File: src/rtl/ccs_pkg.sv
package ccs_pkg;
  localparam int NUM_SRC = 5;
  localparam int SRC_W   = 3;

  localparam logic [1:0] ADDR_OSC  = 2'd0;
  localparam logic [1:0] ADDR_STAT = 2'd1;
  localparam logic [1:0] ADDR_SEL  = 2'd2;
  localparam logic [1:0] ADDR_DIV  = 2'd3;

  localparam logic [31:0] DIV_KEEP = 32'h00FF_0FFF;

  // Core source code is legal.
  function automatic logic core_code_ok(input logic [2:0] code);
    return (code[2] == 1'b0) || (code == 3'b111);
  endfunction

  // Core source code to source index.
  function automatic logic [SRC_W-1:0] core_code_src(input logic [2:0] code);
    return (code == 3'b111) ? SRC_W'(4) : {1'b0, code[1:0]};
  endfunction

  // Tick code accepted given the status flags.
  function automatic logic tick_code_ok(input logic [2:0] code, input logic [4:0] stab);
    case (code)
      3'b000, 3'b010: return stab[0];
      3'b001:         return stab[1];
      3'b011:         return 1'b1;
      3'b111:         return stab[4];
      default:        return 1'b0;
    endcase
  endfunction

  // Divider reaches terminal count.
  function automatic logic div_terminal(input logic [3:0] cnt, input logic [3:0] lim);
    return cnt >= lim;
  endfunction
endpackage

File: src/rtl/ccs_regs.sv
module ccs_regs
  import ccs_pkg::*;
(
  input  logic               clk,
  input  logic               rst_n,
  input  logic               unlock,
  input  logic               wr_en,
  input  logic [1:0]         wr_addr,
  input  logic [31:0]        wr_data,
  input  logic [NUM_SRC-1:0] src_stable,
  output logic [3:0]         osc_en_q,
  output logic [7:0]         status_q,
  output logic [7:0]         clk_sel_q,
  output logic [31:0]        clk_div_q,
  output logic               sel_reject
);
  logic [4:0] stab;
  logic       fail_q;
  logic       sel_wr, core_ok, tick_ok, fail_clr;
  logic [2:0] core_code, tick_code;

  assign stab[0] = src_stable[0] & osc_en_q[0];
  assign stab[1] = src_stable[1] & osc_en_q[1];
  assign stab[2] = src_stable[2];
  assign stab[3] = src_stable[3] & osc_en_q[3];
  assign stab[4] = src_stable[4] & osc_en_q[2];
  assign status_q = {fail_q, 2'b00, stab};

  assign sel_wr    = wr_en && (wr_addr == ADDR_SEL) && unlock;
  assign core_code = wr_data[2:0];
  assign tick_code = wr_data[5:3];
  assign core_ok   = core_code_ok(core_code) && stab[core_code_src(core_code)];
  assign tick_ok   = tick_code_ok(tick_code, stab);
  assign sel_reject = sel_wr && !(core_ok && tick_ok);
  assign fail_clr  = wr_en && (wr_addr == ADDR_STAT) && wr_data[7];

  always_ff @(posedge clk or negedge rst_n) begin
    if (!rst_n) begin
      osc_en_q  <= 4'b0100;
      clk_sel_q <= 8'h07;
      clk_div_q <= '0;
      fail_q    <= 1'b0;
    end else begin
      if (wr_en && wr_addr == ADDR_OSC) osc_en_q <= wr_data[3:0];
      if (wr_en && wr_addr == ADDR_DIV) clk_div_q <= wr_data & DIV_KEEP;
      if (sel_wr) begin
        if (core_ok) clk_sel_q[2:0] <= core_code;
        if (tick_ok) clk_sel_q[5:3] <= tick_code;
        clk_sel_q[7:6] <= wr_data[7:6];
      end
      if (sel_reject)    fail_q <= 1'b1;
      else if (fail_clr) fail_q <= 1'b0;
    end
  end
endmodule

File: src/rtl/ccs_clkdiv.sv
module ccs_clkdiv
  import ccs_pkg::*;
#(
  parameter int DIV_W = 4
) (
  input  logic             clk,
  input  logic             rst_n,
  input  logic             tick_in,
  input  logic [DIV_W-1:0] div_n,
  output logic             pulse
);
  logic [DIV_W-1:0] cnt_q;
  logic             wrap;

  assign wrap  = div_terminal(cnt_q, div_n);
  assign pulse = tick_in && wrap;

  always_ff @(posedge clk or negedge rst_n) begin
    if (!rst_n)       cnt_q <= '0;
    else if (tick_in) cnt_q <= wrap ? '0 : cnt_q + 1'b1;
  end
endmodule

File: src/rtl/ccs_halve.sv
module ccs_halve (
  input  logic clk,
  input  logic rst_n,
  input  logic tick_in,
  output logic half_pulse
);
  logic phase_q;

  assign half_pulse = tick_in && phase_q;

  always_ff @(posedge clk or negedge rst_n) begin
    if (!rst_n)       phase_q <= 1'b0;
    else if (tick_in) phase_q <= ~phase_q;
  end
endmodule

File: src/rtl/coreclk_selector.sv
module coreclk_selector
  import ccs_pkg::*;
#(
  parameter int DIV_W = 4
) (
  input  logic               clk,
  input  logic               rst_n,
  input  logic [NUM_SRC-1:0] src_tick,
  input  logic [NUM_SRC-1:0] src_stable,
  input  logic               unlock,
  input  logic               wr_en,
  input  logic [1:0]         wr_addr,
  input  logic [31:0]        wr_data,
  output logic [3:0]         osc_en_q,
  output logic [7:0]         status_q,
  output logic [7:0]         clk_sel_q,
  output logic [31:0]        clk_div_q,
  output logic               hclk_en,
  output logic               systick_en,
  output logic               pclk0_en,
  output logic               pclk1_en
);
  localparam int NUM_HALF = 3;

  logic                sel_reject;
  logic                hclk_tick;
  logic [NUM_HALF-1:0] half_in, half_out;

  ccs_regs u_regs (
    .clk(clk), .rst_n(rst_n), .unlock(unlock), .wr_en(wr_en),
    .wr_addr(wr_addr), .wr_data(wr_data), .src_stable(src_stable),
    .osc_en_q(osc_en_q), .status_q(status_q), .clk_sel_q(clk_sel_q),
    .clk_div_q(clk_div_q), .sel_reject(sel_reject)
  );

  assign hclk_tick = src_tick[core_code_src(clk_sel_q[2:0])];

  ccs_clkdiv #(.DIV_W(DIV_W)) u_div (
    .clk(clk), .rst_n(rst_n), .tick_in(hclk_tick),
    .div_n(clk_div_q[DIV_W-1:0]), .pulse(hclk_en)
  );

  // Halver inputs: 0 high-speed crystal, 1 high-speed RC, 2 core enable.
  assign half_in = {hclk_en, src_tick[4], src_tick[0]};

  for (genvar g = 0; g < NUM_HALF; g++) begin : g_half
    ccs_halve u_half (
      .clk(clk), .rst_n(rst_n), .tick_in(half_in[g]), .half_pulse(half_out[g])
    );
  end

  always_comb begin
    case (clk_sel_q[5:3])
      3'b000:  systick_en = src_tick[0];
      3'b001:  systick_en = src_tick[1];
      3'b010:  systick_en = half_out[0];
      3'b011:  systick_en = half_out[2];
      3'b111:  systick_en = half_out[1];
      default: systick_en = 1'b0;
    endcase
  end

  assign pclk0_en = clk_sel_q[6] ? half_out[2] : hclk_en;
  assign pclk1_en = clk_sel_q[7] ? half_out[2] : hclk_en;
endmodule

File: config.mk
export PLATFORM = sky130hd
export DESIGN_NAME = coreclk_selector
export DESIGN_NICKNAME = d
export VERILOG_FILES = /design/src/rtl/ccs_pkg.sv /design/src/rtl/ccs_regs.sv /design/src/rtl/ccs_clkdiv.sv /design/src/rtl/ccs_halve.sv /design/src/rtl/coreclk_selector.sv
export SDC_FILE = /design/constraint.sdc
export NUM_CORES = 1
export LEC_CHECK = 0
export BUFFER_PORTS_ARGS = -buffer_cell sky130_fd_sc_hd__buf_2
export CORE_MARGIN = 2
export CORE_UTILIZATION = 49
export DETAILED_ROUTE_END_ITERATION = 6
export GPL_ROUTABILITY_DRIVEN = 0
export PLACE_DENSITY_LB_ADDON = 0.25
export SYNTH_ARGS = -nofsm -noshare
export SYNTH_HDL_FRONTEND = slang
export SYNTH_SLANG_ARGS = --single-unit
File: constraint.sdc
create_clock -name clk -period 5.2 [get_ports clk]
set_input_delay 0.52 -clock clk [delete_from_list [all_inputs] [get_ports clk]]
set_output_delay 0.52 -clock clk [all_outputs]
set_load 0.005 [all_outputs]
### Yosys cells after proc, flatten, opt, wreduce, memory -nomap -nowiden

Cells that the tools add are included.

* bitwise gates (word level): 8
* $lt $le $gt $ge: 3
* equality and inequality tests: 13
* reduce and logical (&&, ||, !) cells: 22
* add/subtract/negate cells: 1
* muxes and demuxes: 13

Operators by type and width (number)
* $logic_and A1 B1 Y1: 13
* $eq A3 B2 Y1 const B: 4
* $eq A3 B3 Y1 const B: 4
* $lt A3 B4 Y1 const B: 2
* $bmux W1 S3: 2
* $eq A3 B1 Y1 const B: 2
* $logic_not A3 Y1: 2
* $mux W1: 6
* $mux W3: 2
* $pmux W1 S5: 1
* $add A4 B1 Y4 const B: 1
* $and A1 B1 Y1: 4
* $eq A2 B2 Y1 const B: 2
* $ge A4 B4 Y1: 1
* $mux W4: 1
* $not A1 Y1: 4
* $pmux W1 S4: 1
* $reduce_and A2 Y1: 2
* $eq A2 B1 Y1 const B: 1
* $logic_not A2 Y1: 1
* $reduce_bool A2 Y1: 1
* $reduce_or A2 Y1: 1
* $logic_not A1 Y1: 1
* $logic_or A1 B1 Y1: 1

* output and inout bits: 56
* word-level logic and storage cells: 70
* input bits: 48
* bits in registers: 40

### Depth between registers and ports, before layout

Gate-level depths: netlist (run 1).

* word-level depth: 9
* depth in mapped cells: 6
* depth with buffers taken out: 6

### Cells and area by module

A second synthesis (run 1) with hierarchy kept.

* cells, all modules: 178
* area total of the unflattened synthesis: 2104.5 µm²

By module, submodules not included
* ccs_regs: times used 1, cells an instance 127, area each 1572.8 µm², sequential area each 830.8 µm²
* ccs_clkdiv: times used 1, cells an instance 33, area each 305.3 µm², sequential area each 100.1 µm²
* ccs_halve: times used 3, cells an instance 3, area each 41.3 µm², sequential area each 25.0 µm²
* coreclk_selector: times used 1, cells an instance 9, area each 102.6 µm², sequential area each 0.0 µm²

### Worst setup path before layout (run 1)

OpenSTA, ideal clock, no wires.

* path kind: register to output
* start: register u_regs.clk_sel_q[2]
* end: output systick_en
* data arrival time: 1585 ps
* path slack: 3095 ps
* stages on the path, launching flop included: 5
* required time: 4680 ps
* buffers on the path: 0
* cells stage by stage: dfstp_2 > mux2_1 > mux4_2 > nand2b_2 > o41ai_1

* longest elaborated chain between the ends: 7

RTL lines
* from (decl): line ccs_regs.sv:13 `output logic [7:0] clk_sel_q,`
* from (signal assigned): line ccs_regs.sv:47 `if (core_ok) clk_sel_q[2:0] <= core_code;`
* $eq A3 B3 Y1: line ccs_pkg.sv:19 `return (code == 3'b111) ? SRC_W'(4) : {1'b0, code[1:0]};`
* $mux W3: line ccs_pkg.sv:19
* $bmux W1 S3: line coreclk_selector.sv:36 `assign hclk_tick = src_tick[core_code_src(clk_sel_q[2:0])];`
* $mux W1 (implied by the code): line coreclk_selector.sv:36
* $logic_and A1 B1 Y1: line ccs_clkdiv.sv:16 `assign pulse = tick_in && wrap;`
* $logic_and A1 B1 Y1: line ccs_halve.sv:9 `assign half_pulse = tick_in && phase_q;`
* $pmux W1 S5: line coreclk_selector.sv:53 `case (clk_sel_q[5:3])`
* to (decl): line coreclk_selector.sv:19 `output logic systick_en,`

No other way between the ends. The select of a mux whose other input is x is not followed.

### Final worst setup path (run 1)

Same ends and word-level chain as after synthesis.

==> summary.md, run 1 <==
| Metric | Value |
|---|---|
| All-Layer GR Usage | 19.7% |
| Unrepaired setup endpoints after global routing | no |
| Worst-path cell chain | mux2_1 > mux4_2 > nand2b_2 > o41ai_1 > buf_2 |
| Final period util | 50.5% |
| Floorplan row count | 23 |
| YS warnings | 0 |
| Max-cap violations | 0 |
| # resized after CTS | 0 |
| IO buf count | 77 |
| Slew @ Worst Pin | 949 ps |
| Antenna cells | 0 |
| Max Freq | 381 MHz |
| Die Area | 4720 um2 |
| Synth-to-layout area growth | 24.0% |
| Die Width | 68.7 um |
| Vias in the first global route | 1466 |
| Setup crit start | u_regs.clk_sel_q[2] |
| Mapped Avg Cell Area | 11.5 um2 |
| Post-Syn Area | 2050 um2 |
| Detailed-route DRC error count | 0 |
| Hold Buf Count CTS | 0 |
| Clock Path Buffers | 2 |
| H-tree depth | 2 |
| Startpoint type of the worst setup path | register |
| Final setup TNS | 0 ps |
| Highest-delay cell along the critical path | mux4_2 |
| Routed wire length | 4390 um |
| Final hold vios | 0 |
| Distinct cell type count after synthesis | 39 |
| Commonest non-fill, non-tap cell in the layout | buf_2 |
| Nets | 310 |
| DRT Pass-1 Iters | 4 |
| Vias per cell | 5.18 |
| Initial antenna violation count | 0 |
| Largest net degree at the start of global routing | 41 |
| Number of enable flip-flop cells after synthesis | 0 |
| Antenna Violating Nets Remaining | 0 |
| Pwr dens | 389 nW/um2 |
| Hold Crit Class | primary input to async pin |
| Post-Synthesis Cells | 179 |
| Async S/R FF share, synth | 100% |
| Layout cells sized above 1 | 46.9% |
| Congestion Overflow GR | 0 |
| Layout filler cell count | 348 |
| First-pass GRT wire length | 6810 um |
| Most frequent cells in the layout | buf_2 (77), dfrtp_1 (36), mux2_2 (26) |
| Main synth FF type | dfrtp_1 |
| Dpl cells | 300 |
| Status | finished clean |
| CP bufs+invs | 1 |
| Clock Latency Late Sink | 290 ps |
| Flop and latch count out of synthesis | 40 |
| Vias post-DR | 1596 |
| Slew Limit Fails | 0 |
| Worst Skew | 5.05 ps |
| Num ports | 104 |
| Post-DP HPWL | 3340 um |
| CTS tree | yes |
| Worst rel slew slack | 36.6% |
| Post-CTS Setup Bufs | 0 |
| Tmin final | 2630 ps |
| Vert. Die Dim | 68.7 um |
| Critical Path AT | 2110 ps |
| # clock sinks | 40 |
| LEAKAGE | 1.27 nW |
| Worst vdd ir | 224 uV |
| Root Buffer | clkbuf_8 |
| Crit-path max FO | 7 |
| Crit path largest cell delay | 560 ps |
| Initial DRC Count | 46 |
| R2R Path Start | u_regs.clk_sel_q[2] |
| Starting density of the core | 50.9% |
| CTS Buf Count | 5 |
| Setup violations, final | 0 |
| CTS clk-pin slew, worst paths | 80 ps |
| Area of the core | 4030 um2 |
| Crit end category | output port |
| Top Family by Delay on Critical Path | multiplexers |
| Critical path required time | 4680 ps |
| Sequential share of the synthesized area | 49.0% |
| Post-Layout Cell Count | 308 |
| Kind of critical path | register to output port |
| Wire length per cell | 14.3 um |
flip-flops by register name, summed over array words and instances, names as in the netlist:
signal and cells:
u_regs.clk_sel_q 8, u_regs.clk_div_q 20, g_half.u_half.phase_q 3, u_regs.fail_q 1, u_regs.osc_en_q 4, u_div.cnt_q 4
metal layers:
metal	wire length, um	track usage (%)	share of wire [%]
met1	1900	25.4	43
met2	2050	30.5	47
met3	359	6.17	8.2
met4	80	8.82	1.8
met5	0	0	0
metrics by stage:
stage                     total power [W]  utilization, %  worst slack (ps)  cell area, um2  hold WS, ps
final                            0.000989            63.1              2570            2540          341
after global routing              0.00105            63.1              2500            2540          410
after CTS                        0.000998            63.1              2550            2540          375
after detailed placement         0.000721            60.0              2790            2420          463
after global placement           0.000708            60.0              2820            2420          450
after floorplan                  0.000607               -              3090            2100          224
worst register-to-register path: stages, from the launching register on:
cell,delay (ps)
dfstp_2,550
mux2_1,330
mux4_2,560
a21boi_0,160
o22ai_1,150
final cells by class:
cell class	count	area [um2]	share of cell area [%]
Sequential cell	40	1010	39.5
Timing Repair Buffer	77	385	15.2
Inverter	11	41.3	1.62
Tap cell	50	62.6	2.46
Clock buffer	7	96.3	3.79
Clock inverter	1	30.0	1.18
Multi-Input combinational cell	122	922	36.3
Yosys cell counts (all sizes together), types with 2 or more instances:
library cell,number,area [um2]
mux2,27,304
nand4b,4,35.0
mux2i,2,20.0
a21boi,4,30.0
o21ai,5,25.0
a21oi,3,15.0
buf,16,120
o211ai,2,15.0
a31o,3,26.3
inv,11,41.3
nand2b,5,33.8
nand2,16,60.1
nand3,5,25.0
o22ai,3,18.8
dfstp,4,105
dfrtp,36,901
clkbuf,3,11.3
ha,5,62.6
xor2,2,17.5
nor3b,2,15.0
and2,5,31.3
path summary, 6_finish.rpt:
path,end,slack (ps),cells after the start
worst max register to register,u_div.cnt_q[3],3370,4
worst min-delay path,u_regs.clk_div_q[20],340,1
max in group asynchronous,g_half[2].u_half.phase_q,4320,1
worst max-delay path,systick_en,2570,5
worst min register to register,g_half[0].u_half.phase_q,470,1
min in group clk,g_half[1].u_half.phase_q,430,2
report_power, final:
part	switching, W	total, W	internal [W]
Combinational	0.000131	0.000277	0.000147
Clock	0.000106	0.000275	0.000169
Sequential	0.0000515	0.000436	0.000385
Total	0.000288	0.000989	0.000701
cells by family after synthesis:
logic type                 count (synthesis)  synth area share [%]
and+or+nand+nor                           43                  12.1
DFF                                       40                  49.0
muxes                                     30                  16.9
buffers and inverters                     30                  8.41
AOI/OAI and AO/OA                         27                  9.09
adders and majority gates                  5                  3.05
xor gates and xnor gates                   3                  1.28
other                                      1                 0.183
No activity file was read; power rests on OpenSTA's default activity.
==> inputs of run 2 (changes only) <==
CORE_UTILIZATION = 41   (was 49)
clock period = 2.1 ns   (was 5.2 ns; I/O delays follow)
==> run 2 against run 1 <==
  * The flow now finishes with violations (negative setup slack)
  * Register-to-register slack worse by 3200 ps
  * Non-clock buffer count is 9 higher
  * Sequential cell count stayed put
  * Critical path depth stayed put
  * Critical endpoint unchanged
==> summary.md, run 2 (synthesis results as in run 1) <==
| Metric | Value |
|---|---|
| First-pass GRT wire length | 7180 um (+5.4%) |
| Reg2reg path depth | 5 (+1) |
| Setup violations, final | 4 (+4) |
| LEAKAGE | 1.32 nW (+3.5%) |
| Register area | 1010 um2 (unchanged) |
| Layout filler cell count | 448 (+29%) |
| All-Layer GR Usage | 17.3% (-2.4 points) |
| Tmin final | 2170 ps |
| Area of the core | 4790 um2 (+19%) |
| Hold path endpoint | u_regs.clk_sel_q[6] |
| Failing checks | negative setup slack |
| Most frequent cells in the layout | buf_2 (77), dfrtp_1 (36), mux2_2 (26) |
| R2R Path Start | u_regs.clk_sel_q[2] |
| Max-cap violations | 0 (unchanged) |
| Crit-path max FO | 5 (-2) |
| # clock sinks | 40 (unchanged) |
| Status | finished, violations left |
| Min-Delay Startpoint | wr_data[6] |
| Largest net degree at the start of global routing | 24 (-41%) |
| Critical path required time | 1890 ps (-2790 ps) |
| Vias per cell | 4.90 (-5.4%) |
| Vias in the first global route | 1556 (+6.1%) |
| Reg2Reg Capture Point | u_div.cnt_q[2] |
| Startpoint type of the worst setup path | register |
| CTS tree | yes |
| DRT Pass-1 Iters | 4 (unchanged) |
| Initial antenna violation count | 0 (unchanged) |
| Floorplan row count | 25 (+8.7%) |
| Post-DP HPWL | 3510 um (+5.3%) |
| Routed wire length | 4480 um (+2.0%) |
| Die Width | 74.7 um (+8.8%) |
| Worst R2R Setup Slack | 190 ps (-3180 ps) |
| Clock Latency Late Sink | 290 ps (about the same) |
| CTS Buf Count | 5 (unchanged) |
| Final setup margin | -69.7 ps (-2640 ps) |
| Slew @ Worst Pin | 541 ps (-408 ps) |
| Clock Path Buffers | 2 (unchanged) |
| Synth-to-layout area growth | 28.5% |
| Antenna cells | 0 (unchanged) |
| Slew Limit Fails | 0 (unchanged) |
| Congestion Overflow GR | 0 (unchanged) |
| IO buf count | 77 (unchanged) |
| Num ports | 104 (unchanged) |
| Nets | 319 (+2.9%) |
| Vias post-DR | 1637 (+2.6%) |
| Final hold vios | 0 (unchanged) |
| Starting density of the core | 42.9% (-8.1 points) |
| Hold depth | 3 |
| Commonest non-fill, non-tap cell in the layout | buf_2 |
| Worst hold slack | 127 ps (-214 ps) |
| Worst Skew | 3.23 ps (-1.81 ps) |
| Top Registers | u_regs.clk_div_q x20, u_regs.clk_sel_q x8 |
| Worst vdd ir | 471 uV (+110%) |
| Crit end category | output port |
| Layout cells sized above 1 | 49.1% (+2.2 points) |
| Vert. Die Dim | 74.7 um (+8.8%) |
| Max FFs per register | 20 (unchanged) |
| Detailed-route DRC error count | 0 (unchanged) |
| Largest register by flop count | u_regs.clk_div_q |
| Die Area | 5590 um2 (+18%) |
| Power Total | 0.00248 W (+150%) |
| Root Buffer | clkbuf_8 |
| Final period util | 103% |
| Area of the multi-input gates | 938 um2 (+1.8%) |
| Pwr dens | 941 nW/um2 (+140%) |
| Critical Path AT | 1960 ps (-150 ps) |
| Wire length per cell | 13.4 um (-6.0%) |
| Worst rel slew slack | 63.9% (+27 points) |
| Max Freq | 461 MHz |
| Antenna Violating Nets Remaining | 0 (unchanged) |
| CTS clk-pin slew, worst paths | 80 ps (about the same) |
| Initial DRC Count | 75 (+63%) |
| H-tree depth | 2 (unchanged) |
| Hold Crit Class | primary input to register |
| Unrepaired setup endpoints after global routing | yes |
| Kind of critical path | register to output port |
[run 2: cell count changes in the layout (fill, tap and decap cells not counted)]
| cell | change |
|---|---|
| o41ai_2 | +1 |
| clkinvlp_4 | +1 |
| dlygate4sd3_1 | +1 |
| clkbuf_8 | -2 |
| clkinv_2 | +1 |
| o41ai_1 | -1 |
| nand2b_4 | +1 |
| buf_4 | +8 |
| nand2b_2 | -1 |
| mux2_4 | +1 |
| mux2_1 | -1 |
[run 2: area by class of cell]
cell class	count	area share, %
timing repair buffer	86	17.3
clock buffer	5	2.61
inverter	11	1.57
sequential	40	38.2
clock inverter	3	1.61
multi-input combinational	122	35.6
tap	67	3.18
[run 2: metal layers]
metal / track usage, % / routed length [um] / vias up / share of wire [%]
met3: 5.09 / 318 / 7 / 7.1
met1: 21.6 / 1990 / 783 / 44
met5: 0 / 0 / - / 0
li1: - / - / 781 / -
met4: 5.95 / 68 / 0 / 1.5
met2: 28.8 / 2110 / 66 / 47
[run 2: timing repair]
item                                    CTS  global route
endpoints found under the setup margin    4             4
hold buffers                              1             0
pin swaps                                 1             0
buffers inserted                          2             1
gates resized for setup                   3             0
endpoints found under the hold margin    14             0
[run 2: per-stage QoR]
stage	area (um2)	worst slack, ps	std cells	util, %	TNS (ps)
after floorplan	2100	305	192	-	0
after global placement	2480	172	322	51.7	0
after detailed placement	2480	170	322	51.7	0
after CTS	2630	-87.9	333	54.9	-244
after global routing	2640	-134	334	55.1	-417
final	2640	-69.7	334	55.1	-179
[run 2: worst max-delay path: stages, from the launching register on]
cell      delay, ps
dfstp_2         550
mux2_4          290
mux4_2          510
nand2b_4        120
o41ai_2          60
buf_2           140
[run 2: worst max path at each step]
stage | start | to | slack (ps) | cells past startpoint
after floorplan | u_regs.clk_sel_q[2] | systick_en | 300 | 4
after global placement | u_regs.clk_sel_q[2] | systick_en | 170 | 5
after detailed placement | u_regs.clk_sel_q[2] | systick_en | 170 | 5
after CTS | u_regs.clk_sel_q[2] | systick_en | -90 | 5
after global routing | u_regs.clk_sel_q[2] | systick_en | -130 | 5
final | u_regs.clk_sel_q[2] | systick_en | -70 | 5
[run 2: power breakdown]
group          internal, W  total, W  switching [W]
registers         0.000952   0.00107       0.000122
logic             0.000429  0.000781       0.000352
clock network     0.000352  0.000626       0.000274
==> inputs of run 3 (changes only) <==
PLACE_DENSITY_LB_ADDON = 0.3   (was 0.25)
==> run 3 against run 2 <==
  * The flow still finishes with violations (negative setup slack)
  * Die area stayed put
  * Register-to-register slack about the same
  * Global-route usage shrank 0.53 points
  * Utilization rose by 0.58 points
  * Non-clock buffer count stayed put
  * Critical path type unchanged
  * Critical endpoint unchanged
  * Highest routed layer unchanged
==> summary.md, run 3 (synthesis results as in run 1) <==
| Metric | Value |
|---|---|
| Status | finished, violations left |
| Failing checks | negative setup slack |
| Critical Path AT | 1990 ps (+30 ps) |
| Wire length per cell | 13.3 um (-1.2%) |
| All-Layer GR Usage | 16.8% (-0.53 points) |
| Initial antenna violation count | 0 (unchanged) |
| Clock Latency Late Sink | 290 ps (about the same) |
| Most frequent cells in the layout | buf_2 (77), dfrtp_1 (36), mux2_2 (26) |
| Congestion Overflow GR | 0 (unchanged) |
| Commonest non-fill, non-tap cell in the layout | buf_2 |
| Final setup TNS | -274 ps (-95.2 ps) |
| Worst-path cell chain | mux2_4 > mux4_2 > nand2b_4 > o41ai_2 > buf_2 |
| Worst vdd ir | 398 uV (-15%) |
| Dpl ws | 146 ps (-24.3 ps) |
| Hold Crit Class | primary input to register |
| Post-DP HPWL | 3310 um (-5.7%) |
| Power Total | 0.00253 W (+1.9%) |
| Max FFs per register | 20 (unchanged) |
| Area of the core | 4790 um2 (unchanged) |
| Slew @ Worst Pin | 570 ps (+29.1 ps) |
| Worst Skew | 5.09 ps (+1.86 ps) |
| Layout filler cell count | 422 (-5.8%) |
| Floorplan row count | 25 (unchanged) |
| Final period util | 105% (+1.6 points) |
| Critical path required time | 1890 ps (about the same) |
| Vias per cell | 4.91 (+0.12%) |
| R2R Path Start | u_regs.clk_sel_q[2] |
| Nets | 319 (unchanged) |
| Routed wire length | 4430 um (-1.2%) |
| Unrepaired setup endpoints after global routing | yes |
| Antenna Violating Nets Remaining | 0 (unchanged) |
| Pwr dens | 949 nW/um2 (+0.85%) |
| Vert. Die Dim | 74.7 um (unchanged) |
| CTS tree | yes |
| Top Layer Used | met4 |
| Initial DRC Count | 39 (-48%) |
| Crit path largest cell delay | 550 ps (about the same) |
| Worst rel slew slack | 61.9% (-1.9 points) |
| Final setup margin | -103 ps (-33.0 ps) |
| Metal-1 WL | 1980 um (-0.15%) |
| CP bufs+invs | 1 (unchanged) |
| Largest register by flop count | u_regs.clk_div_q |
| Clock Path Buffers | 2 (unchanged) |
| Top Family by Delay on Critical Path | multiplexers |
| Layout cells sized above 1 | 49.1% (unchanged) |
| Vias post-DR | 1639 (+0.12%) |
| Min-Delay Startpoint | wr_data[6] |
| Top Registers | u_regs.clk_div_q x20, u_regs.clk_sel_q x8 |
| Root Buffer | clkbuf_8 |
| # clock sinks | 40 (unchanged) |
| Vias in the first global route | 1459 (-6.2%) |
| Max Freq | 454 MHz (-1.5%) |
| Setup crit start | u_regs.clk_sel_q[2] |
| Startpoint type of the worst setup path | register |
| CTS Buf Count | 5 (unchanged) |
| Highest-delay cell along the critical path | dfstp_2 |
| Crit end category | output port |
| Max-cap violations | 0 (unchanged) |
| Met2 routed WL | 2050 um (-2.7%) |
| Die Area | 5590 um2 (unchanged) |
| H-tree depth | 2 (unchanged) |
| IO buf count | 77 (unchanged) |
| First-pass GRT wire length | 6960 um (-3.0%) |
| Slew Limit Fails | 0 (unchanged) |
| Met3 routed WL | 328 um (+3.1%) |
| Area of the multi-input gates | 938 um2 (unchanged) |
| Final hold vios | 0 (unchanged) |
| Largest net degree at the start of global routing | 41 (+71%) |
| Antenna cells | 0 (unchanged) |
| Tmin final | 2200 ps (+33.0 ps) |
| CTS clk-pin slew, worst paths | 80 ps (about the same) |
| Detailed-route DRC error count | 0 (unchanged) |
| Register area | 1010 um2 (unchanged) |
| Synth-to-layout area growth | 29.8% |
| DRT Pass-1 Iters | 4 (unchanged) |
| Crit-path max FO | 5 (unchanged) |
| Num ports | 104 (unchanged) |
| Kind of critical path | register to output port |
| LEAKAGE | 1.33 nW (+1.1%) |
| Die Width | 74.7 um (unchanged) |
| Setup violations, final | 4 (unchanged) |
| Starting density of the core | 42.9% (unchanged) |
run 3: area by class of cell:
type,count,share of cell area [%]
Multi-Input combinational cell,122,35.2
Clock buffer,7,3.62
Sequential cell,40,37.8
Tap cell,67,3.15
Inverter,11,1.55
Timing Repair Buffer,86,17.6
Clock inverter,1,1.13
run 3: path summary, 6_finish.rpt:
kind | to | slack (ps) | depth (start not counted)
hold reg to reg | g_half[1].u_half.phase_q | 470 | 1
setup / recovery | systick_en | -100 | 5
max in group asynchronous | u_regs.clk_sel_q[1] | 1440 | 3
hold / removal | u_regs.clk_sel_q[6] | 130 | 3
min in group asynchronous | u_regs.osc_en_q[3] | 410 | 3
setup reg to reg | u_div.cnt_q[3] | 200 | 5
run 3: timing repair:
| action | 4_1_cts | 5_1_grt |
|---|---|---|
| buffers inserted | 2 | 1 |
| gates resized for setup | 3 | 0 |
| endpoints found under the hold margin | 36 | 0 |
| cloned | 0 | 0 |
| pin swaps | 1 | 0 |
| setup endpoints to repair | 4 | 4 |
| hold buffers | 1 | 0 |
run 3: worst register-to-register path: stages, from the launching register on:
cell	delay, ps
dfstp_2	550
mux2_4	300
mux4_2	520
buf_4	180
a21boi_0	120
o22ai_1	150
run 3: power by group:
part           total (W)  internal (W)  switching [W]
Sequential       0.00108      0.000952       0.000128
Clock           0.000686      0.000419       0.000267
Combinational   0.000762      0.000423       0.000338
Total            0.00253       0.00179       0.000734
run 3: metrics by stage:
stage,instances,area (um2),hold WS [ps],util [%]
3_5_place_dp,322,2490,196,52.0
2_1_floorplan,192,2100,-85.6,-
4_1_cts,333,2660,119,55.5
5_1_grt,334,2660,139,55.7
3_3_place_gp,322,2490,198,52.0
6_report,334,2660,127,55.7
run 3: metal layers:
metal / vias to the layer above / GRT usage [%]
met5: - / 0
met4: 0 / 5.95
met3: 6 / 5.35
met2: 75 / 25.9
met1: 777 / 22.4
li1: 781 / -
